===== config.mk =====
export PLATFORM = sky130hd
export DESIGN_NAME = nextpc_unit
export DESIGN_NICKNAME = d
export VERILOG_FILES = /design/src/rtl/nextpc_pkg.sv /design/src/rtl/nextpc_cmp.sv /design/src/rtl/nextpc_adders.sv /design/src/rtl/nextpc_pcreg.sv /design/src/rtl/nextpc_unit.sv
export SDC_FILE = /design/constraint.sdc
export NUM_CORES = 1
export LEC_CHECK = 0
export BUFFER_PORTS_ARGS = -buffer_cell sky130_fd_sc_hd__buf_2
export CAP_MARGIN = 10
export CORE_AREA = 2 2 116 118
export DETAILED_ROUTE_END_ITERATION = 8
export DIE_AREA = 0 0 118 120
export HOLD_SLACK_MARGIN = 0.08
export MAX_ROUTING_LAYER = met4
export PLACE_DENSITY_LB_ADDON = 0.05
export SLEW_MARGIN = 20
export SYNTH_ARGS = -nofsm -noshare
export SYNTH_HDL_FRONTEND = slang
export SYNTH_SLANG_ARGS = --single-unit

===== constraint.sdc =====
create_clock -name clk -period 4.56 [get_ports clk]
set_clock_uncertainty 0.05 [all_clocks]
set_input_delay 0 -clock clk [delete_from_list [all_inputs] [get_ports clk]]
set_output_delay 0 -clock clk [all_outputs]
set_load 0.03 [all_outputs]

===== src/rtl/nextpc_pkg.sv =====
`timescale 1ns/1ps
package nextpc_pkg;

    // Instruction class codes seen on op_sel
    typedef enum logic [3:0] {
        OP_SEQ   = 4'd0,
        OP_BEQ   = 4'd1,
        OP_BNE   = 4'd2,
        OP_BLT   = 4'd3,
        OP_BGE   = 4'd4,
        OP_BLTU  = 4'd5,
        OP_BGEU  = 4'd6,
        OP_JAL   = 4'd7,
        OP_JALR  = 4'd8,
        OP_AUIPC = 4'd9,
        OP_LUI   = 4'd10
    } op_e;

    // Where the next PC comes from
    typedef enum logic [1:0] {
        TGT_SEQ  = 2'd0,
        TGT_REL  = 2'd1,
        TGT_JALR = 2'd2
    } tgt_e;

    // What goes to the destination register
    typedef enum logic [1:0] {
        WB_NONE  = 2'd0,
        WB_LINK  = 2'd1,
        WB_UPPER = 2'd2,
        WB_AUIPC = 2'd3
    } wb_e;

    // Comparator results shared by all six conditions
    typedef struct packed {
        logic eq;
        logic lt_s;
        logic lt_u;
    } cmp_flags_t;

endpackage


===== src/rtl/nextpc_cmp.sv =====
`timescale 1ns/1ps
module nextpc_cmp
    import nextpc_pkg::*;
#(
    parameter int XLEN = 32
) (
    input  logic [XLEN-1:0] op_a,
    input  logic [XLEN-1:0] op_b,
    output cmp_flags_t      flags
);

    logic [XLEN:0] diff;
    logic          sign_differ;

    // One subtractor serves both orderings: the borrow gives the unsigned result,
    // and the signed result follows from the sign bits.
    always_comb begin
        diff        = {1'b0, op_a} - {1'b0, op_b};
        sign_differ = op_a[XLEN-1] ^ op_b[XLEN-1];
        flags.eq    = (op_a == op_b);
        flags.lt_u  = diff[XLEN];
        flags.lt_s  = sign_differ ? op_a[XLEN-1] : diff[XLEN];
    end

endmodule


===== src/rtl/nextpc_adders.sv =====
`timescale 1ns/1ps
module nextpc_adders #(
    parameter int XLEN        = 32,
    parameter int INSN_BYTES  = 4,
    parameter int UPPER_SHIFT = 12
) (
    input  logic [XLEN-1:0] pc,
    input  logic [XLEN-1:0] rs1,
    input  logic [XLEN-1:0] imm,
    output logic [XLEN-1:0] seq_pc,
    output logic [XLEN-1:0] rel_pc,
    output logic [XLEN-1:0] jalr_pc,
    output logic [XLEN-1:0] upper_val,
    output logic [XLEN-1:0] auipc_val
);

    localparam logic [XLEN-1:0] STEP_BYTES = XLEN'(INSN_BYTES);

    logic [XLEN-1:0] base_sum;

    always_comb begin
        seq_pc    = pc + STEP_BYTES;
        rel_pc    = pc + imm;
        base_sum  = rs1 + imm;
        jalr_pc   = {base_sum[XLEN-1:1], 1'b0};
        upper_val = imm << UPPER_SHIFT;
        auipc_val = pc + upper_val;
    end

endmodule


===== src/rtl/nextpc_pcreg.sv =====
`timescale 1ns/1ps
module nextpc_pcreg #(
    parameter int              XLEN      = 32,
    parameter logic [XLEN-1:0] RESET_VEC = '0
) (
    input  logic            clk,
    input  logic            rst,
    input  logic            load,
    input  logic [XLEN-1:0] d,
    output logic [XLEN-1:0] q
);

    always_ff @(posedge clk) begin
        if (rst) begin
            q <= RESET_VEC;
        end else if (load) begin
            q <= d;
        end
    end

endmodule


===== src/rtl/nextpc_unit.sv =====
`timescale 1ns/1ps
module nextpc_unit
    import nextpc_pkg::*;
#(
    parameter int              XLEN        = 32,
    parameter logic [XLEN-1:0] RESET_VEC   = '0,
    parameter int              INSN_BYTES  = 4,
    parameter int              UPPER_SHIFT = 12
) (
    input  logic            clk,
    input  logic            rst,
    input  logic            step,
    input  logic [3:0]      op_sel,
    input  logic [XLEN-1:0] rs1_val,
    input  logic [XLEN-1:0] rs2_val,
    input  logic [XLEN-1:0] imm_val,
    output logic [XLEN-1:0] pc_out,
    output logic [XLEN-1:0] next_pc,
    output logic            taken,
    output logic            wb_en,
    output logic [XLEN-1:0] wb_val
);

    localparam logic [XLEN-1:0] STEP_BYTES = XLEN'(INSN_BYTES);

    op_e             op;
    cmp_flags_t      flags;
    tgt_e            tgt_sel;
    wb_e             wb_sel;
    logic            take_c;
    logic            jump_abs;
    logic [XLEN-1:0] seq_pc;
    logic [XLEN-1:0] rel_pc;
    logic [XLEN-1:0] jalr_pc;
    logic [XLEN-1:0] upper_val;
    logic [XLEN-1:0] auipc_val;

    nextpc_cmp #(.XLEN(XLEN)) u_cmp (
        .op_a  (rs1_val),
        .op_b  (rs2_val),
        .flags (flags)
    );

    nextpc_adders #(
        .XLEN        (XLEN),
        .INSN_BYTES  (INSN_BYTES),
        .UPPER_SHIFT (UPPER_SHIFT)
    ) u_add (
        .pc        (pc_out),
        .rs1       (rs1_val),
        .imm       (imm_val),
        .seq_pc    (seq_pc),
        .rel_pc    (rel_pc),
        .jalr_pc   (jalr_pc),
        .upper_val (upper_val),
        .auipc_val (auipc_val)
    );

    nextpc_pcreg #(
        .XLEN      (XLEN),
        .RESET_VEC (RESET_VEC)
    ) u_pc (
        .clk  (clk),
        .rst  (rst),
        .load (step),
        .d    (next_pc),
        .q    (pc_out)
    );

    // Class decode: the branch condition, the jump kind and the writeback source
    always_comb begin
        op       = op_e'(op_sel);
        take_c   = 1'b0;
        jump_abs = 1'b0;
        wb_sel   = WB_NONE;
        unique case (op)
            OP_SEQ:   take_c = 1'b0;
            OP_BEQ:   take_c = flags.eq;
            OP_BNE:   take_c = !flags.eq;
            OP_BLT:   take_c = flags.lt_s;
            OP_BGE:   take_c = !flags.lt_s;
            OP_BLTU:  take_c = flags.lt_u;
            OP_BGEU:  take_c = !flags.lt_u;
            OP_JAL: begin
                take_c = 1'b1;
                wb_sel = WB_LINK;
            end
            OP_JALR: begin
                take_c   = 1'b1;
                jump_abs = 1'b1;
                wb_sel   = WB_LINK;
            end
            OP_AUIPC: wb_sel = WB_AUIPC;
            OP_LUI:   wb_sel = WB_UPPER;
            default:  take_c = 1'b0;
        endcase
        if (jump_abs) begin
            tgt_sel = TGT_JALR;
        end else if (take_c) begin
            tgt_sel = TGT_REL;
        end else begin
            tgt_sel = TGT_SEQ;
        end
    end

    // Output selection
    always_comb begin
        taken = take_c;
        unique case (tgt_sel)
            TGT_REL:  next_pc = rel_pc;
            TGT_JALR: next_pc = jalr_pc;
            default:  next_pc = seq_pc;
        endcase
        wb_en = (wb_sel != WB_NONE);
        unique case (wb_sel)
            WB_LINK:  wb_val = seq_pc;
            WB_UPPER: wb_val = upper_val;
            WB_AUIPC: wb_val = auipc_val;
            default:  wb_val = '0;
        endcase
    end

    // Assertions
    a_r2_seq_quiet: assert property (@(posedge clk) disable iff (rst)
        (op_sel == 4'd0) |-> (!taken && !wb_en && next_pc == pc_out + STEP_BYTES));

    a_r6_untaken_falls_through: assert property (@(posedge clk) disable iff (rst)
        (op_sel >= 4'd1 && op_sel <= 4'd6 && !taken) |-> (next_pc == pc_out + STEP_BYTES));

    a_r8_jalr_even_target: assert property (@(posedge clk) disable iff (rst)
        (op_sel == 4'd8) |-> (next_pc[0] == 1'b0 && taken && wb_val == pc_out + STEP_BYTES));

    a_r11_step_loads: assert property (@(posedge clk) disable iff (rst)
        step |=> (pc_out == $past(next_pc)));

    a_r11_hold_when_idle: assert property (@(posedge clk) disable iff (rst)
        !step |=> $stable(pc_out));

    a_r13_no_write_no_value: assert property (@(posedge clk) disable iff (rst)
        !wb_en |-> (wb_val == '0));

endmodule


==> run metrics, run 1 <==
clk sinks 32; total track usage 39.0%; die height 120 um; min cycle time layout 3.77 ns; Warnings, synthesis 0; cts repair resizes 0; Hold Crit Class primary input to flip-flop; Placed Cells 1412; largest net degree at the start of global routing 43; peak supply drop 0.185 mV; Layout area overhead 17.1%; Syn Inst Count 1067; unrepaired setup endpoints after global routing false; Clk pin slew, worst setup/hold paths 0.06 ns; max capacitance violation total 0; fin area 8870 um2; clock group share of total power 18.6%; Avg WL per Cell 19.7 um; hold_ws 0.275 ns; Top Registers u_pc.q (32); critical path class flip-flop to output pin; post-synthesis register bit count 32; I/O Pins 201; Least-Margin Pin Slew 1.06 ns; sequential area share after synthesis 8.46%; Setup TNS Final 0 ns; drt total wl 28.0 mm; Initial Util 58.3%; Top reg by flops u_pc.q; share of layout cells above drive strength 1 19.0%; CTS tree yes; status finished, final reports clean; max-slew violation count 0; main flop type after synthesis dfxtp_1; P_int 0.00107 W; Detail Route Antenna Nets 0; Crit. End Element output pin; die footprint 14200 um2; clk_lat worst skew 0.29 ns; final setup violation count 0; Remaining DRCs 0; CTS Buf Count 5; asr flop ratio synth 0%; routed vias 9115; period utilisation layout 82.7%; P_leak 4.30 nW; commonest non-fill, non-tap cell in the layout buf_2; max FFs per register 32; Slew headroom 29.2%; die width 118 um; global route total overflow 0; fin cells 1421; achievable frequency 265 MHz; hold_buf cts 0; Post-Syn Nets 1286; final design utilization 68.3%; Post-DP HPWL 21.9 mm; logic gate share of total power 64.4%; Worst setup SP type flip-flop; number of vias per cell 6.41; commonest cells after routing, fill and taps aside 200 x buf_2, 113 x ha_1, 105 x nand2_1, 105 x nor2_1, 73 x a21oi_1; initial antenna violation count 1; global-route wire length before repair 42.8 mm; IO Port Bufs 200; worst path arrival time 3.72 ns; Power Density 245 nW/um2; EDFF count, synth 0; Net Sw Frac 50.6%; mapped cell area 7570 um2; core area 13000 um2; crit-path max FO 7; synth unique cells 75; drt pass-1 iters 5; # Post-CTS Setup Buffers 0; # rows 42; GPL Wtd Cong 0.991; vias in the first global route 8071; initial DRC count 912; root buf cell clkbuf_16; sequential power share 17.0%; WP data required 4.51 ns; final hold vios 0; dpl cell area 8700 um2; nets 1462; H-Tree Depth 2; Switch Pwr 0.00110 W; clk buf depth 2; Avg Cell Area, Syn 7.10 um2
## per-stage QoR
stage	setup WS, ns	power, W
floorplan	1.40	0.00135
global placement	1.03	0.00172
detailed placement	0.918	0.00174
CTS	0.890	0.00214
global route	0.644	0.00230
finish	0.788	0.00217
## synth_stat cells, types with 7 or more instances
cell type    n  area, um2
and3_1      16        100
nand3_1     40        200
xor2_1      36        315
ha_1       113       1410
a21oi_1     73        365
o211ai_1    12       90.1
nor2b_1     10       62.6
inv_1       55        206
nor3_1      19       95.1
clkbuf_1    27        101
xnor2_1     55        482
a22oi_1     18        135
o21ai_0     60        300
o221ai_1    16        140
a211oi_1    16        120
nand4_1     22        138
o21a_1      21        158
nor2_1     105        394
nand2_1    105        394
o31ai_1      7       52.6
a31oi_1     10       62.6
a221o_1      7       70.1
a21o_1      31        233
a311oi_1    11       96.3
and2_1      12       75.1
dfxtp_1     32        641
nand2b_1    14       87.6
o21bai_1    15        113
## power groups by stage
stage               registers (W)  clock network (W)  logic [W]
floorplan                0.000406                  0   0.000945
global placement         0.000370                  0    0.00135
detailed placement       0.000372                  0    0.00136
CTS                      0.000366           0.000402    0.00137
global route             0.000373           0.000421    0.00151
finish                   0.000369           0.000403    0.00140
## cells by family after synthesis
kind of cell | Yosys count | synth area share [%]
DFF | 32 | 8.46
muxes | 8 | 1.11
and+or+nand+nor | 368 | 22.9
AOI/OAI and AO/OA | 358 | 32.7
xor gates and xnor gates | 91 | 10.5
adders and majority gates | 116 | 19.5
buffers and inverters | 94 | 4.82
## layout make-up
type / instances / area, um2
repair buffers: 207 / 1050
flip-flops and latches: 32 / 641
clock inverters: 2 / 35.0
fillers: 1228 / 4110
multi-input cells: 941 / 6580
well taps: 176 / 220
clock buffers: 6 / 129
inverters: 56 / 210
diodes: 1 / 2.50
## routing by layer
layer  GRT usage (%)  vias up  wire [um]  share of wire [%]
met5               -        -          0                  0
met1            46.0     4129      11100                 40
met2            64.2      543      12400                 44
met4            19.1        0       1760                6.3
met3            7.08       95       2680                9.6
li1                -     4348          -                  -
## final timing paths
kind / startpoint / to / slack, ns / cells after the start
setup / recovery: u_pc.q[12] / wb_val[30] / 0.79 / 12
hold / removal: imm_val[31] / u_pc.q[31] / 0.28 / 5
hold reg to reg: u_pc.q[0] / u_pc.q[0] / 0.50 / 2
setup reg to reg: u_pc.q[18] / u_pc.q[31] / 1.22 / 10
## critical path: stages (launching register included)
cell      delay, ns
dfxtp_1        0.54
ha_1           0.29
fa_1           0.23
a21o_1         0.12
a21oi_1        0.14
o211ai_1       0.37
nand3_1        0.17
a41oi_1        0.49
nor2b_1        0.10
nor2_1         0.13
mux2_2         0.34
o221ai_1       0.25
buf_2          0.26
(Power assumes the default switching activity.)
==> inputs of run 2 (changes only) <==
Settings changed: CORE_AREA 2 2 116 118 to 2 2 127 129, DIE_AREA 0 0 118 120 to 0 0 129 131.
Clock period 4.56 ns to 3.2 ns, I/O delays scaled along.
==> run metrics, run 2 (synthesized netlist as in run 1, its figures left out) <==
status finished, final reports clean; global route total overflow 0; IO Port Bufs 200; number of vias per cell 6.03; achievable frequency 315 MHz; vias in the first global route 8368; final hold vios 0; hold_buf cts 0; Crit. End Element output pin; dpl cell area 9060 um2; commonest non-fill, non-tap cell in the layout buf_2; fin area 9410 um2; CP Cell Sequence ha_4 -> fa_2 -> a211oi_4 -> o21ai_2 -> nand4_1 -> a31o_4 -> a21oi_2 -> o31a_1 -> or3_1 -> a32oi_2 -> nand2_1 -> buf_6; root buf cell clkbuf_16; Initial Util 48.6%; Worst setup SP type flip-flop; nets 1510; unrepaired setup endpoints after global routing true; routed vias 9087; Top reg by flops u_pc.q; worst path arrival time 3.13 ns; drt total wl 29.0 mm; die footprint 16900 um2; CTS tree yes; clk_lat worst skew 0.29 ns; global-route wire length before repair 43.9 mm; dpl ws 0.0895 ns; drt pass-1 iters 5; largest net degree at the start of global routing 42; Remaining DRCs 0; Setup TNS Final 0 ns; min cycle time layout 3.18 ns; # rows 46; Top Registers u_pc.q (32); Slew headroom 22.1%; Least-Margin Pin Slew 1.17 ns; period utilisation layout 99.3%; buffers plus inverters on the worst setup path 1; crit-path max FO 5; commonest cells after routing, fill and taps aside 195 x buf_2, 110 x ha_1, 105 x nand2_1, 105 x nor2_1, 72 x a21oi_1; max capacitance violation total 0; Detail Route Antenna Nets 0; CTS Buf Count 5; P_leak 4.54 nW; Max stage delay on crit path 0.42 ns; peak supply drop 0.236 mV; Layout area overhead 24.3%; Post-DP HPWL 23.3 mm; initial DRC count 633; hold_ws 0.264 ns; core area 15600 um2; max-slew violation count 0; critical path class flip-flop to output pin; die height 131 um; max FFs per register 32; initial antenna violation count 0; clk buf depth 2; GPL Wtd Cong 0.963; PnR worst setup slack 0.0222 ns; Clk pin slew, worst setup/hold paths 0.06 ns; I/O Pins 201; Crit path max-delay family compound AO/OA/AOI/OAI gates; Hold Crit Class primary input to flip-flop; final setup violation count 0; Max stage delay cell, worst path fa_2; WP data required 3.15 ns; total track usage 34.4%; Power Density 332 nW/um2; die width 129 um; clk sinks 32; Avg WL per Cell 19.3 um; share of layout cells above drive strength 1 24.0%; ant diodes 0; H-Tree Depth 2
[run 2: what timing repair did]
item	in CTS	in global routing
resized for setup	9	39
setup buffers	1	6
hold endpoints to repair	0	0
setup endpoints to repair	10	16
pin swaps	1	16
[run 2: worst register-to-register path: stages (launching register included)]
cell      delay, ns
dfxtp_4        0.36
ha_4           0.16
fa_2           0.42
a211oi_4       0.29
o21ai_2        0.09
nand4_1        0.17
a31o_4         0.22
a21o_1         0.19
buf_4          0.14
a311o_1        0.15
a31oi_1        0.07
a221o_1        0.30
o21a_1         0.17
[run 2: layout make-up]
| type | instances | area (um2) |
|---|---|---|
| Clock inverter | 1 | 5.00 |
| Tap cell | 216 | 270 |
| Sequential cell | 32 | 649 |
| Fill cell | 1538 | 6190 |
| Multi-Input combinational cell | 941 | 6710 |
| Inverter | 56 | 210 |
| Clock buffer | 6 | 129 |
| Timing Repair Buffer | 255 | 1430 |
[run 2: layer usage]
layer	share of wire (%)	global-route usage (%)
met5	0	-
met4	5.4	16.6
met3	4.9	3.34
met2	47	58.5
met1	43	41.1
[run 2: per-stage QoR]
step           total power (W)  util [%]  cells
2_1_floorplan          0.00192         -   1067
3_3_place_gp           0.00254      58.1   1493
3_5_place_dp           0.00255      58.1   1493
4_1_cts                0.00306      59.2   1501
5_1_grt                0.00333      60.3   1507
6_report               0.00313      60.3   1507
[run 2: path summary, 6_finish.rpt]
check | from | end | slack, ns | depth (start not counted)
worst max-delay path | u_pc.q[0] | next_pc[20] | 0.02 | 12
worst min-delay path | imm_val[31] | u_pc.q[31] | 0.26 | 5
worst max register to register | u_pc.q[0] | u_pc.q[24] | 0.30 | 12
worst min register to register | u_pc.q[6] | u_pc.q[6] | 0.49 | 2
[run 2: where the power goes]
group	switching [W]	internal (W)
Sequential	0.0000508	0.000438
Combinational	0.00133	0.000813
Clock	0.000208	0.000284
Total	0.00159	0.00153
